File: src/rtl/ecc4_pkg.sv
package ecc4_pkg;
  localparam int unsigned NCODE     = 8;
  localparam int unsigned CODE_W    = 10;
  localparam int unsigned NBYTE     = 10;
  localparam int unsigned SEC_BYTES = 512;
  localparam int unsigned ADDR_BIAS = 519;
  localparam int unsigned ST_LSB    = 8;
  localparam int unsigned CNT_LSB   = 16;
  localparam logic [31:0] SYN_MASK  = 32'h03ff_03ff;

  typedef enum logic [3:0] {
    SEL_LOAD    = 4'd0,
    SEL_SYN0    = 4'd1,
    SEL_SYN1    = 4'd2,
    SEL_SYN2    = 4'd3,
    SEL_SYN3    = 4'd4,
    SEL_ADDR_LO = 4'd5,
    SEL_ADDR_HI = 4'd6,
    SEL_VAL_LO  = 4'd7,
    SEL_VAL_HI  = 4'd8,
    SEL_STAT    = 4'd9,
    SEL_GO      = 4'd10
  } reg_sel_e;

  typedef enum logic [3:0] {
    S_IDLE, S_LOAD, S_SYN, S_CLR, S_GO, S_WAIT, S_POLL,
    S_DUMMY, S_ADDR, S_VAL, S_FIX, S_DONE
  } seq_st_e;
endpackage

File: src/rtl/ecc4_code_unpack.sv
module ecc4_code_unpack #(
  parameter int unsigned NCODE  = 8,
  parameter int unsigned CODE_W = 10,
  localparam int unsigned IDX_W = $clog2(NCODE)
) (
  input  logic [NCODE*CODE_W-1:0] packed_i,
  input  logic [IDX_W-1:0]        idx_i,
  output logic [CODE_W-1:0]       code_o
);
  logic [CODE_W-1:0] codes [NCODE];

  for (genvar k = 0; k < NCODE; k++) begin : g_code
    assign codes[k] = packed_i[k*CODE_W +: CODE_W];
  end

  assign code_o = codes[idx_i];
endmodule

File: src/rtl/ecc4_err_map.sv
module ecc4_err_map #(
  parameter int unsigned AW   = 10,
  parameter int unsigned SEC  = 512,
  parameter int unsigned BIAS = 519,
  localparam int unsigned OFF_W = $clog2(SEC)
) (
  input  logic [AW-1:0]    raw_i,
  output logic [OFF_W-1:0] off_o,
  output logic             hit_o
);
  logic [AW:0] diff;

  // reversed mapping; wrap of raw > BIAS lands far above SEC
  assign diff  = (AW+1)'(BIAS) - {1'b0, raw_i};
  assign hit_o = ({1'b0, raw_i} <= (AW+1)'(BIAS)) && (diff < (AW+1)'(SEC));
  assign off_o = diff[OFF_W-1:0];

  logic diff_unused;
  assign diff_unused = ^diff[AW:OFF_W];
endmodule

File: src/rtl/ecc4_wait_timer.sv
module ecc4_wait_timer #(
  parameter int unsigned LIMIT = 5000
) (
  input  logic clk_i,
  input  logic rst_ni,
  input  logic clr_i,
  input  logic run_i,
  output logic expired_o
);
  localparam int unsigned W = $clog2(LIMIT + 1);
  logic [W-1:0] cnt_q;

  always_ff @(posedge clk_i or negedge rst_ni) begin
    if (!rst_ni)                  cnt_q <= '0;
    else if (clr_i)               cnt_q <= '0;
    else if (run_i && !expired_o) cnt_q <= cnt_q + W'(1);
  end

  assign expired_o = (cnt_q == W'(LIMIT));


  tmo_hold_chk: assert property (@(posedge clk_i) disable iff (!rst_ni)
    expired_o && !clr_i |=> expired_o);
endmodule

File: src/rtl/ecc4_fix_seq.sv
module ecc4_fix_seq
  import ecc4_pkg::*;
#(
  parameter int unsigned TMO_CYC = 5000
) (
  input  logic        clk_i,
  input  logic        rst_ni,
  input  logic        start_i,
  input  logic [79:0] ecc_bytes_i,
  output logic        reg_req_o,
  output logic        reg_we_o,
  output logic [3:0]  reg_sel_o,
  output logic [31:0] reg_wdata_o,
  input  logic        reg_ack_i,
  input  logic [31:0] reg_rdata_i,
  output logic        fix_valid_o,
  input  logic        fix_ready_i,
  output logic [8:0]  fix_off_o,
  output logic [7:0]  fix_mask_o,
  output logic        done_o,
  output logic        uncorr_o,
  output logic [2:0]  fixed_cnt_o
);
  localparam int unsigned ECC_W = NBYTE * 8;

  seq_st_e          state_q;
  logic [ECC_W-1:0] ecc_q;
  logic [2:0]       ld_idx_q;
  logic [1:0]       syn_idx_q, err_idx_q, err_last_q;
  logic             syn_or_q, uncorr_q;
  logic [9:0]       raw_q;
  logic [7:0]       mask_q;
  logic [2:0]       fixed_q;
  logic [9:0]       code;
  logic             tmo_exp, hit;
  logic [15:0]      half;
  logic [3:0]       st_f;
  logic [1:0]       cnt_f;
  logic             syn_hit;
  reg_sel_e         sel;

  ecc4_code_unpack #(.NCODE(NCODE), .CODE_W(CODE_W)) u_unpack (
    .packed_i(ecc_q), .idx_i(ld_idx_q), .code_o(code));

  ecc4_err_map #(.AW(10), .SEC(SEC_BYTES), .BIAS(ADDR_BIAS)) u_map (
    .raw_i(raw_q), .off_o(fix_off_o), .hit_o(hit));

  ecc4_wait_timer #(.LIMIT(TMO_CYC)) u_tmo (
    .clk_i, .rst_ni, .clr_i(state_q == S_GO),
    .run_i(state_q == S_WAIT), .expired_o(tmo_exp));

  assign half    = err_idx_q[0] ? reg_rdata_i[31:16] : reg_rdata_i[15:0];
  assign st_f    = reg_rdata_i[ST_LSB +: 4];
  assign cnt_f   = reg_rdata_i[CNT_LSB +: 2];
  assign syn_hit = |(reg_rdata_i & SYN_MASK);

  logic rdata_unused;
  assign rdata_unused = ^{reg_rdata_i[31:18], reg_rdata_i[15:12], reg_rdata_i[7:0], half[15:10]};

  always_comb begin
    reg_req_o   = 1'b1;
    reg_we_o    = 1'b0;
    reg_wdata_o = '0;
    sel         = SEL_STAT;
    unique case (state_q)
      S_LOAD:  begin sel = SEL_LOAD; reg_we_o = 1'b1; reg_wdata_o = 32'(code); end
      S_SYN:   sel = reg_sel_e'(SEL_SYN0 + {2'b00, syn_idx_q});
      S_CLR:   sel = SEL_ADDR_LO;
      S_GO:    begin sel = SEL_GO; reg_we_o = 1'b1; end
      S_WAIT, S_POLL: sel = SEL_STAT;
      S_DUMMY: sel = SEL_VAL_LO;
      S_ADDR:  sel = err_idx_q[1] ? SEL_ADDR_HI : SEL_ADDR_LO;
      S_VAL:   sel = err_idx_q[1] ? SEL_VAL_HI : SEL_VAL_LO;
      default: reg_req_o = 1'b0;
    endcase
  end

  assign reg_sel_o   = sel;
  assign fix_valid_o = (state_q == S_FIX);
  assign fix_mask_o  = mask_q;
  assign done_o      = (state_q == S_DONE);
  assign uncorr_o    = uncorr_q;
  assign fixed_cnt_o = fixed_q;

  always_ff @(posedge clk_i or negedge rst_ni) begin
    if (!rst_ni) begin
      state_q    <= S_IDLE;
      ecc_q      <= '0;
      ld_idx_q   <= '0;
      syn_idx_q  <= '0;
      syn_or_q   <= 1'b0;
      err_idx_q  <= '0;
      err_last_q <= '0;
      raw_q      <= '0;
      mask_q     <= '0;
      fixed_q    <= '0;
      uncorr_q   <= 1'b0;
    end else begin
      unique case (state_q)
        S_IDLE: if (start_i) begin
          ecc_q    <= ecc_bytes_i;
          ld_idx_q <= 3'(NCODE - 1);
          fixed_q  <= '0;
          uncorr_q <= 1'b0;
          state_q  <= S_LOAD;
        end
        S_LOAD: if (reg_ack_i) begin
          if (ld_idx_q == '0) begin
            syn_idx_q <= '0;
            syn_or_q  <= 1'b0;
            state_q   <= S_SYN;
          end else ld_idx_q <= ld_idx_q - 3'd1;
        end
        S_SYN: if (reg_ack_i) begin
          syn_or_q  <= syn_or_q | syn_hit;
          syn_idx_q <= syn_idx_q + 2'd1;
          if (syn_idx_q == 2'd3) state_q <= (syn_or_q || syn_hit) ? S_CLR : S_DONE;
        end
        S_CLR: if (reg_ack_i) state_q <= S_GO;
        S_GO:  if (reg_ack_i) state_q <= S_WAIT;
        // early "ready" reads are discarded until busy is seen or time runs out
        S_WAIT: if (reg_ack_i && (st_f >= 4'd4 || tmo_exp)) state_q <= S_POLL;
        S_POLL: if (reg_ack_i) begin
          unique case (st_f)
            4'd0: state_q <= S_DUMMY;
            4'd1: begin uncorr_q <= 1'b1; state_q <= S_DUMMY; end
            4'd2, 4'd3: begin
              err_last_q <= cnt_f;
              err_idx_q  <= '0;
              state_q    <= S_ADDR;
            end
            default: state_q <= S_POLL;
          endcase
        end
        S_DUMMY: if (reg_ack_i) state_q <= S_DONE;
        S_ADDR: if (reg_ack_i) begin
          raw_q   <= half[9:0];
          state_q <= S_VAL;
        end
        S_VAL: if (reg_ack_i) begin
          mask_q <= half[7:0];
          if (hit)                          state_q <= S_FIX;
          else if (err_idx_q == err_last_q) state_q <= S_DONE;
          else begin err_idx_q <= err_idx_q + 2'd1; state_q <= S_ADDR; end
        end
        S_FIX: if (fix_ready_i) begin
          fixed_q <= fixed_q + 3'd1;
          if (err_idx_q == err_last_q) state_q <= S_DONE;
          else begin err_idx_q <= err_idx_q + 2'd1; state_q <= S_ADDR; end
        end
        S_DONE:  state_q <= S_IDLE;
        default: state_q <= S_IDLE;
      endcase
    end
  end


  fix_hold_chk: assert property (@(posedge clk_i) disable iff (!rst_ni)
    fix_valid_o && !fix_ready_i |=> fix_valid_o && $stable(fix_off_o) && $stable(fix_mask_o));

  req_hold_chk: assert property (@(posedge clk_i) disable iff (!rst_ni)
    reg_req_o && !reg_ack_i |=> reg_req_o && $stable(reg_sel_o) && $stable(reg_we_o) && $stable(reg_wdata_o));

  done_pulse_chk: assert property (@(posedge clk_i) disable iff (!rst_ni)
    done_o |=> !done_o);

  fix_cnt_chk: assert property (@(posedge clk_i) disable iff (!rst_ni)
    done_o |-> fixed_cnt_o <= 3'd4);

  result_hold_chk: assert property (@(posedge clk_i) disable iff (!rst_ni)
    !done_o && !start_i && !fix_valid_o |=> $stable(fixed_cnt_o));
endmodule

File: config.mk
export PLATFORM = sky130hd
export DESIGN_NAME = ecc4_fix_seq
export DESIGN_NICKNAME = d
export VERILOG_FILES = /design/src/rtl/ecc4_pkg.sv /design/src/rtl/ecc4_code_unpack.sv /design/src/rtl/ecc4_err_map.sv /design/src/rtl/ecc4_wait_timer.sv /design/src/rtl/ecc4_fix_seq.sv
export SDC_FILE = /design/constraint.sdc
export NUM_CORES = 1
export LEC_CHECK = 0
export ABC_AREA = 0
export BUFFER_PORTS_ARGS = -buffer_cell sky130_fd_sc_hd__buf_4
export CAP_MARGIN = 25
export CORE_MARGIN = 1.5
export CORE_UTILIZATION = 54
export DETAILED_ROUTE_END_ITERATION = 10
export PLACE_DENSITY = 0.83
export SYNTH_ARGS = -nofsm -noshare
export SYNTH_HDL_FRONTEND = slang
export SYNTH_HIERARCHICAL = 1
export SYNTH_SLANG_ARGS = --single-unit
File: constraint.sdc
create_clock -name clk_i -period 3 [get_ports clk_i]
set_input_delay 0.45 -clock clk_i [delete_from_list [all_inputs] [get_ports clk_i]]
set_output_delay 0.45 -clock clk_i [all_outputs]
set_load 0.02 [all_outputs]
==> summary.md <==
| Metric | Value |
|---|---|
| Unrepaired setup endpoints after global routing | `no` |
| PD cells | `1039 nW/µm²` |
| Port Buffer Count | `145` |
| Gate count of the mapped netlist | `738` |
| Total Power | `0.009060 W` |
| Internal Dissipation | `~0.0057 W` |
| Total number of vias | `around 5700` |
| Global-route wire length before repair | `26030 µm` |
| Critical Setup Path Class | `register to output port` |
| Number of diodes | `0` |
| Area of the core | `12570 µm²` |
| DR DRC count | `0` |
| Leading cell type by number of instances after synthesis | `sky130_fd_sc_hd__nand2_1` |
| Pin count of the biggest net entering global routing | `slightly above 80` |
| Setup-violating endpoint count in the final report | `0` |
| Total Negative Setup Slacks | `0 ns` |
| Clock root buffer | `sky130_fd_sc_hd__clkbuf_16` |
| Placed wire-length estimate after detailed placement | `between 10000 and 15000 µm` |
| Drt wl/cell | `15.51 µm` |
| Clock tree from TritonCTS | `done` |
| Initial core utilization | `0.5506` |
| Synth-to-Final Area Change | `25.94%` |
| Cells traversed along the worst timing path | `buf_12 -> mux4_1 -> mux2_2 -> and2_1 -> buf_4` |
| Final worst-path cycle share | `0.9659` |
| Proportion of synthesized chip area in sequential cells | `0.4665` |
| X dimension of the die | `116.2 µm` |
| CTS sink cnt | `129` |
| Worst path setup slack after routing | `between 0.1 and 0.15 ns` |
| Synth Area per Inst | `9.377 µm²` |
| Maximum net fanout on the critical path | `14` |
| Post-detailed-routing wire length | `16400 µm` |
| Top post-synthesis cells by area | `sky130_fd_sc_hd__dfrtp_1, sky130_fd_sc_hd__nand2_1, sky130_fd_sc_hd__mux4_1, sky130_fd_sc_hd__buf_4, sky130_fd_sc_hd__nor2_1` |
| Static Leakage | `4.434 nW` |
| Hold WC Path Type | `input pin to register` |
| Flop and latch count out of synthesis | `129` |
| Startpoint kind of the worst setup timing path | `register` |
| Vias per inst | `5.430` |
| CP delay by family, top | `multiplexers` |
| Row count | `41` |
| Total met3 wirelength after detailed routing | `932 µm` |
| Die height | `116.2 µm` |
| Cell taking the most area after synthesis | `sky130_fd_sc_hd__dfrtp_1` |
| Count of pins over their slew limit | `0` |
| Core occupancy in the finished layout | `0.6935` |
| Post-CTS clock slew at the launch and capture registers of the worst setup and hold paths | `0.06 ns` |
| Achievable frequency | `345.1 MHz` |
| Buffer levels on the longest clock path | `2` |
| Final weighted congestion of routability-driven global placement | `0.9016` |
| Worst skew pair latency | `0.42 ns` |
| Most numerous cell types in the synthesized netlist | `sky130_fd_sc_hd__nand2_1, sky130_fd_sc_hd__dfrtp_1, sky130_fd_sc_hd__nor2_1, sky130_fd_sc_hd__a21oi_1, sky130_fd_sc_hd__buf_4` |
| Cts bufs inserted | `17` |
| Comb power frac | `0.428` |
| DRC marker count from the first detailed-route iteration | `437` |
| Signal arrival time at the worst endpoint | `2.45 ns` |
| Tmin final | `between 2 and 3 ns` |
| Worst rel slew slack | `0.3944` |
| Clock skew | `0.009129 ns` |
| Fraction of layout cells with a size suffix above 1 | `0.2475` |
| Remaining antenna violation count | `0` |
| Total number of H-tree levels | `4` |
| Synth cell types | `63` |
| Switching power | `about 0.0034 W` |
| Length of routed wiring on met1 | `7160 µm` |
| Portion of synthesized cell area occupied by the leading cell type | `0.4665` |
| Total Die Area | `~14000 µm²` |
| Standard cell with the maximum stage delay on the critical path | `sky130_fd_sc_hd__dfrtp_1` |
| Req. time, crit path | `~2.6 ns` |
| Residual overflow from global routing | `0` |
| Maxcap violations | `0` |
| Switching share of power | `0.3731` |
| Number of filler cells placed in the layout | `roughly 960` |
| Yosys warnings | `6` |
| Number of global-route vias before repair | `5326` |
| Portion of total power attributed to the clock network | `0.241` |
| Number of nets in the layout | `996` |
| Largest vdd supply drop | `581.0 µV` |
| Sort of element at the end of the critical path | `output port` |
| Mapped cell area | `6920 µm²` |
| Met2 WL post-DR | `7833 µm` |
| 1st-pass router iterations | `5` |
| Reg power frac | `0.331` |
| Antenna violations before repair | `0` |
| Number of enable-type register cells in the synthesized netlist | `0` |
| Total setup buffers inserted after CTS | `0` |
| Buffers & Inverters on Critical Path | `2` |
| CP peak stage delay | `~0.63 ns` |
| Least-Margin Pin Slew | `0.9084 ns` |
| I/O pin total | `178` |
| Uppermost layer routed | `met4` |
| Hold Vio Cnt, Final | `0` |
| Top flip-flop cell by instance count after synthesis | `sky130_fd_sc_hd__dfrtp_1` |
| Status | `finished, final reports clean` |
| Minimum setup slack after placement | `0.5210 ns` |
| Total routing usage reported by global routing | `0.2520` |
| Ys async rst share | `1.000` |
[final cells by class]
class                      instances  area (µm²)  share of cell area
tap                              172       215.2             0.02469
multi-input combinational        553        3356              0.3850
timing repair buffer             159        1246              0.1430
inverter                          12       45.04            0.005168
clock buffer                      20       446.7             0.05125
sequential                       129        3228              0.3704
clock inverter                    12       178.9             0.02053
[stage by stage]
step                cell area [µm²]  hold WS [ns]  cells
detailed placement             8080        0.4180   1024
finish                         8716        0.2145   1057
floorplan                      6999        0.1544    759
global placement               8080        0.4154   1024
CTS                            8716        0.2020   1057
global route                   8716        0.2082   1057
[cells in the final DEF, fill, tap and decap left out, types with 8 or more instances in the layout]
cell and instances:
sky130_fd_sc_hd__a21oi_1 31, sky130_fd_sc_hd__nand2_1 258, sky130_fd_sc_hd__nand4_1 10, sky130_fd_sc_hd__dfrtp_1 129
sky130_fd_sc_hd__mux2i_1 15, sky130_fd_sc_hd__o21ai_0 14, sky130_fd_sc_hd__and2_1 10, sky130_fd_sc_hd__nand2b_1 8
sky130_fd_sc_hd__conb_1 22, sky130_fd_sc_hd__clkbuf_16 17, sky130_fd_sc_hd__mux4_1 20, sky130_fd_sc_hd__buf_4 154
sky130_fd_sc_hd__mux2_2 11, sky130_fd_sc_hd__nor2_1 43, sky130_fd_sc_hd__inv_1 11
[worst reg2reg max path, stage by stage (launching register included)]
cell                      delay (ns)
sky130_fd_sc_hd__dfrtp_1        0.45
sky130_fd_sc_hd__or4_1          0.55
sky130_fd_sc_hd__nor4_1         0.40
sky130_fd_sc_hd__or3_1          0.18
sky130_fd_sc_hd__o31ai_2        0.07
sky130_fd_sc_hd__a31oi_4        0.30
sky130_fd_sc_hd__mux2_4         0.33
[power groups by stage]
stage	Sequential [W]	Clock, W	Combinational (W)
floorplan	0.00288	0	0.00277
global placement	0.00298	0	0.00373
detailed placement	0.00301	0	0.00386
CTS	0.00300	0.00222	0.00388
global route	0.00310	0.00230	0.00426
finish	0.00300	0.00219	0.00387
[layer usage]
layer	up-vias	GRT usage
met1	2745	0.3429
li1	2736	-
met3	36	0.04878
met2	222	0.3957
met5	-	0
met4	0	0.1146
[worst paths after layout]
path | startpoint | endpoint | slack [ns] | depth (start not counted)
setup reg to reg | u_tmo/cnt_q[2] | state_q[0] | 0.61 | 6
max in group asynchronous | rst_ni | ecc_q[47] | 1.75 | 3
hold / removal | ecc_bytes_i[19] | ecc_q[19] | 0.21 | 3
hold reg to reg | ecc_q[3] | ecc_q[3] | 0.46 | 2
setup / recovery | ld_idx_q[0] | reg_wdata_o[8] | 0.10 | 5
min in group asynchronous | rst_ni | ecc_q[76] | 0.52 | 2
[what timing repair did]
action                                 CTS  global route
gates resized for setup                  0             0
endpoints found under the hold margin   29             0
hold buffers                             1             0
[state kept, by name, indices dropped and copies added (netlist names)]
register / count
state_q: 4
fixed_cnt_o: 3
raw_q: 10
u_tmo/cnt_q: 13
ld_idx_q: 3
uncorr_o: 1
err_last_q: 2
fix_mask_o: 8
syn_idx_q: 2
ecc_q: 80
syn_or_q: 1
err_idx_q: 2
[kinds of logic after synthesis]
kind of cell | count (synthesis) | share of synthesized area
simple gates | 382 | 0.2415
flops | 129 | 0.4665
compound gates | 79 | 0.07648
buf+inv | 77 | 0.06093
mux | 52 | 0.1275
xor+xnor | 11 | 0.01392
fa+ha+maj | 7 | 0.01266
other cells | 1 | 0.0005419
Note: power is estimated with default switching activity, not from simulation.
